===== src/rtl/mrs_init_seq.sv =====
module mrs_init_seq #(
  parameter int TMRD        = 2,
  parameter int LOCK_CYCLES = 200,
  parameter int AW          = 13
) (
  input  logic          clk,
  input  logic          rst_n,
  input  logic          start,
  input  logic          banks_idle,
  input  logic [AW-1:0] ext_cfg,
  input  logic [AW-1:0] base_cfg,
  output logic          cs_n,
  output logic          ras_n,
  output logic          cas_n,
  output logic          we_n,
  output logic          cke,
  output logic [1:0]    ba,
  output logic [AW-1:0] addr,
  output logic          busy,
  output logic          rd_ok
);

  localparam int GW  = $clog2(TMRD + 1);
  localparam int LW  = $clog2(LOCK_CYCLES + 1);
  localparam logic [3:0] CMD_NOP = 4'b0111;
  localparam logic [3:0] CMD_LMR = 4'b0000;
  localparam logic [AW-1:0] DLL_EN_BIT  = AW'(1);
  localparam logic [AW-1:0] DLL_RST_BIT = AW'(1) << 8;

  typedef enum logic [2:0] {ST_IDLE, ST_EXT, ST_GAP, ST_BASE, ST_LOCK, ST_DONE} st_t;

  st_t           st;
  logic [3:0]    cmd;
  logic [GW-1:0] gap;
  logic [LW-1:0] lock;

  assign {cs_n, ras_n, cas_n, we_n} = cmd;
  assign busy = (st != ST_IDLE) && (st != ST_DONE);

  always_ff @(posedge clk or negedge rst_n) begin
    if (!rst_n) begin
      st    <= ST_IDLE;
      cmd   <= CMD_NOP;
      ba    <= '0;
      addr  <= '0;
      cke   <= 1'b0;
      rd_ok <= 1'b0;
      gap   <= '0;
      lock  <= '0;
    end else begin
      cmd <= CMD_NOP;
      case (st)
        ST_IDLE, ST_DONE: if (start) begin
          st    <= ST_EXT;
          cke   <= 1'b1;
          rd_ok <= 1'b0;
        end
        ST_EXT: if (banks_idle) begin
          cmd  <= CMD_LMR;
          ba   <= 2'b01;
          addr <= ext_cfg & ~DLL_EN_BIT;
          gap  <= GW'(TMRD - 1);
          st   <= ST_GAP;
        end
        ST_GAP: begin
          if (gap <= GW'(1)) st <= ST_BASE;
          else               gap <= gap - 1'b1;
        end
        ST_BASE: if (banks_idle) begin
          cmd  <= CMD_LMR;
          ba   <= 2'b00;
          addr <= base_cfg | DLL_RST_BIT;
          lock <= LW'(LOCK_CYCLES);
          st   <= ST_LOCK;
        end
        ST_LOCK: begin
          if (lock <= LW'(1)) begin
            st    <= ST_DONE;
            rd_ok <= 1'b1;
          end else begin
            lock <= lock - 1'b1;
          end
        end
        default: st <= ST_IDLE;
      endcase
    end
  end

  localparam int SAT = LOCK_CYCLES + TMRD;
  localparam int SW  = $clog2(SAT + 1);
  logic          lmr_now;
  logic [SW-1:0] since;
  assign lmr_now = (cmd == CMD_LMR);

  always_ff @(posedge clk or negedge rst_n) begin
    if (!rst_n)                 since <= SW'(SAT);
    else if (lmr_now)           since <= SW'(1);
    else if (since < SW'(SAT))  since <= since + 1'b1;
  end

  AST_LMR_BANKS_IDLE: assert property (@(posedge clk) disable iff (!rst_n)
    lmr_now |-> $past(banks_idle));
  AST_LMR_SPACING: assert property (@(posedge clk) disable iff (!rst_n)
    lmr_now |-> since >= SW'(TMRD));
  AST_CMD_LEGAL: assert property (@(posedge clk) disable iff (!rst_n)
    !cs_n && (({ras_n, cas_n, we_n} == 3'b111) || ({ras_n, cas_n, we_n} == 3'b000)));
  AST_RDOK_AFTER_LOCK: assert property (@(posedge clk) disable iff (!rst_n)
    $rose(rd_ok) |-> since == SW'(LOCK_CYCLES));
  AST_RDOK_CKE: assert property (@(posedge clk) disable iff (!rst_n)
    rd_ok |-> cke);
  AST_RDOK_NOT_BUSY: assert property (@(posedge clk) disable iff (!rst_n)
    !(rd_ok && busy));
  AST_CKE_HELD: assert property (@(posedge clk) disable iff (!rst_n)
    $fell(cke) |-> 1'b0);

endmodule


===== config.mk =====
export PLATFORM = sky130hd
export DESIGN_NAME = mrs_init_seq
export DESIGN_NICKNAME = d
export VERILOG_FILES = /design/src/rtl/mrs_init_seq.sv
export SDC_FILE = /design/constraint.sdc
export NUM_CORES = 1
export LEC_CHECK = 0
export BUFFER_PORTS_ARGS = -buffer_cell sky130_fd_sc_hd__buf_2
export CORE_MARGIN = 1
export CORE_UTILIZATION = 35
export CTS_CLUSTER_DIAMETER = 150
export DETAILED_ROUTE_END_ITERATION = 10
export SETUP_SLACK_MARGIN = 0.3
export SLEW_MARGIN = 40
export SYNTH_ARGS = -nofsm -noshare
export SYNTH_HDL_FRONTEND = slang
export SYNTH_SLANG_ARGS = --single-unit

===== constraint.sdc =====
create_clock -name clk -period 1.6 [get_ports clk]
set_clock_uncertainty 0.2 [all_clocks]
set_input_delay 0.16 -clock clk [delete_from_list [all_inputs] [get_ports clk]]
set_output_delay 0.16 -clock clk [all_outputs]
set_load 0.01 [all_outputs]

==> impl_results.md <==
- Initial drt markers: 92
- Share of cells above drive strength 1: 53.88%
- DR top layer: met4
- CTS Root Cell: clkbuf_8
- Gr usage total: 21.23%
- CTS Sinks: 30
- Setup WS pre-CTS: -0.1125 ns
- Multi-input gate area: 832.0 sq um
- Post-synthesis sequential area ratio: 51.54%
- Vias: 1,594
- Total Wirelength: 5245 microns
- Hold Slack: -0.02606 ns
- Final Max Tran Viols: 0
- Worst-path clk slew: 0.06 ns
- Tmin final: 1.739 ns
- Max Cap Violations: 0
- Placeable Area: 4000 sq um
- Post-Syn Area: 1459 sq um
- Critical path peak fanout: 4
- Vias in the first global route: 1,405
- Total gr overflow: 0
- PortBufs: 47
- Post-synth EDFFs: 0
- Die Width: 66.56 microns
- NumNets Final: 290
- FF/Latch Area: 753.2 sq um
- Kind of critical path: reg2reg
- Pre-Repair DR Iteration Count: 4
- Most frequent cells in the layout: buf_2, dfrtp_1, dlygate4sd3_1, buf_4, buf_6
- WL per Instance: 17.03 microns
- Clk_lat worst skew: 0.29 ns
- Clock Path Buffers: 2
- Synth warn: 0
- Worst Hold Class: in2reg
- Headroom to the max-slew limit: 54.04%
- Power Dens Cells: 1841 nW/um^2
- Fillers: 285
- Worst VDD drop: 1.021 mV
- Post-DP HPWL: 2387 microns
- Die span in y: 66.56 microns
- Final Hold Fails: 2
- CP endpoint kind: register
- Mapped Avg Cell Area: 9.598 sq um
- Vias per cell: 5.175
- Global-route wire length before repair: 6782 microns
- Antenna-violating nets left: 0
- Syn Inst Count: 152
- Unrepaired setup endpoints after global routing: true
- WL met3: 202 microns
- Netlist cell types: 36
- Metal-1 WL: 2055 microns
- Final period util: 108.7%
- Largest net degree at the start of global routing: 31
- Crit start category: register
- CTS tree: built
- Met2 WL: 2829 microns
- Starting density of the core: 36.47%
- Most common cell after layout, fill and taps aside: buf_2
- DRC viols: 0
- IO Pins: 52
- Initial antenna violation count: 0
- Worst-margin pin slew: 0.6894 ns
- R2r worst-path depth: 5
- Cell Chain, Critical Path: ha_1 -> nor2_4 -> and4b_2 -> or3_1 -> a21oi_1
- CP required: 1.61 ns
- Area growth syn-to-layout: 86.19%
- Failing checks: negative hold slack, negative setup slack
- Main synth FF type: dfrtp_1
- Fmax: 575.0 MHz
- CTS Buf Count: 5
- Row cnt: 23
- # H-tree levels: 2
- Placer Congestion: 0.8846
- Final worst setup slack: -0.1390 ns
- Yosys reg bits: 30
- Cell at the slowest stage of the critical path: dfrtp_1
- FFs w/ async S/R, synth: 100.0%
- Die ar.: 4430 sq um
- Status: complete, but fails checks
- Ant diodes: 0
- Hold depth: 3
- Setup violations, final: 21
- CP max stage delay: 0.41 ns
- Worst EP arrival: 1.75 ns
- Leak: 1.280 nW
- Tot Pwr: 5.002 mW
==> cells by family (layout without fill, tap and decap cells) <==
logic type	count (synthesis)	count (layout)	share of synthesized area (%)
AOI/OAI and AO/OA	36	36	14.58
xor gates and xnor gates	4	4	2.402
adders and majority gates	3	3	2.573
buffers and inverters	18	123	6.689
DFF	30	30	51.54
muxes	3	3	2.058
other	1	2	0.2570
and+or+nand+nor	57	57	19.90
==> flip-flops by register name, summed over array words and instances, names as in the netlist <==
name,count
addr,13
ba,1
cke,1
cmd,1
gap,2
lock,8
rd_ok,1
st,3
==> synthesized netlist by cell type, types with 2 or more instances <==
cell      number  area, sq um
dfrtp_1       29        725.7
nand2_1       23        86.33
nor2_1        11        41.29
o21ai_0       11        55.05
o22ai_1       11        68.82
a21oi_1        6        30.03
buf_2          6        30.03
buf_4          6        45.04
inv_1          5        18.77
nand3_1        4        20.02
ha_1           3        37.54
mux2i_1        3        30.03
nor3_1         3        15.01
xor2_1         3        26.28
nand3b_1       2        15.01
nand4_1        2        12.51
nor4_1         2        12.51
o21ai_1        2        10.01
o31ai_1        2        15.01
or3_1          2        12.51
==> per-layer routing <==
layer,GRT usage [%],vias to the layer above
li1,-,735
met1,26.43,800
met2,33.96,46
met3,5.137,13
met4,10.64,0
met5,0,-
==> timing repair <==
| item | CTS | global route |
|---|---|---|
| hold buffers | 23 | 1 |
| gates cloned | 3 | 1 |
| endpoints found under the setup margin | 33 | 34 |
| buffers inserted | 8 | 10 |
| endpoints found under the hold margin | 43 | 1 |
| resized for setup | 34 | 34 |
| pin swaps | 18 | 23 |
==> layout make-up <==
type                       instances  area share [%]
inverter                           6           1.428
timing repair buffer             109           33.86
clock buffer                       8           4.053
tap                               50           2.303
multi-input combinational        105           30.63
sequential                        30           27.73
==> metrics by stage <==
step | std cells | cell area, sq um | setup TNS (ns) | util (%) | hold WS, ns
floorplan | 153 | 1530 | -0.08299 | - | -0.3356
global placement | 254 | 1848 | -0.1821 | 46.20 | 0.02394
detailed placement | 254 | 1848 | -0.3532 | 46.20 | 0.03365
CTS | 296 | 2465 | -0.5969 | 61.62 | 0.0006245
global route | 308 | 2716 | -3.124 | 67.91 | 0.001125
finish | 308 | 2716 | -1.319 | 67.91 | -0.02606
==> where the power goes <==
part           switching (mW)  leakage (nW)  internal (mW)  total (mW)
clock network           0.294        0.0575          0.434       0.728
logic                    1.38         0.865           1.53        2.92
registers               0.296         0.358           1.06        1.36
total                    1.97          1.28           3.03        5.00
==> final timing paths <==
kind,from,endpoint,slack [ns]
worst max-delay path,lock[0]$_DFFE_PN0P_,lock[2]$_DFFE_PN0P_,-0.14
worst max register to register,lock[0]$_DFFE_PN0P_,lock[2]$_DFFE_PN0P_,-0.14
min in group asynchronous,rst_n,addr[3]$_DFFE_PN0P_,0.26
worst min register to register,cke$_DFFE_PN0P_,cke$_DFFE_PN0P_,0.26
worst min-delay path,ext_cfg[6],addr[6]$_DFFE_PN0P_,-0.03
max in group asynchronous,rst_n,st[1]$_DFFE_PN0P_,0.46
==> worst max-delay path: cells and delay by family, from the launching register on <==
family / cells / cell delay, ns
AO/OA/AOI/OAI: 1 / 0.13
adder cells (fa/ha/maj): 1 / 0.26
flip-flops: 1 / 0.41
AND/OR/NAND/NOR: 3 / 0.67
Note: power is estimated with default switching activity, not from simulation.
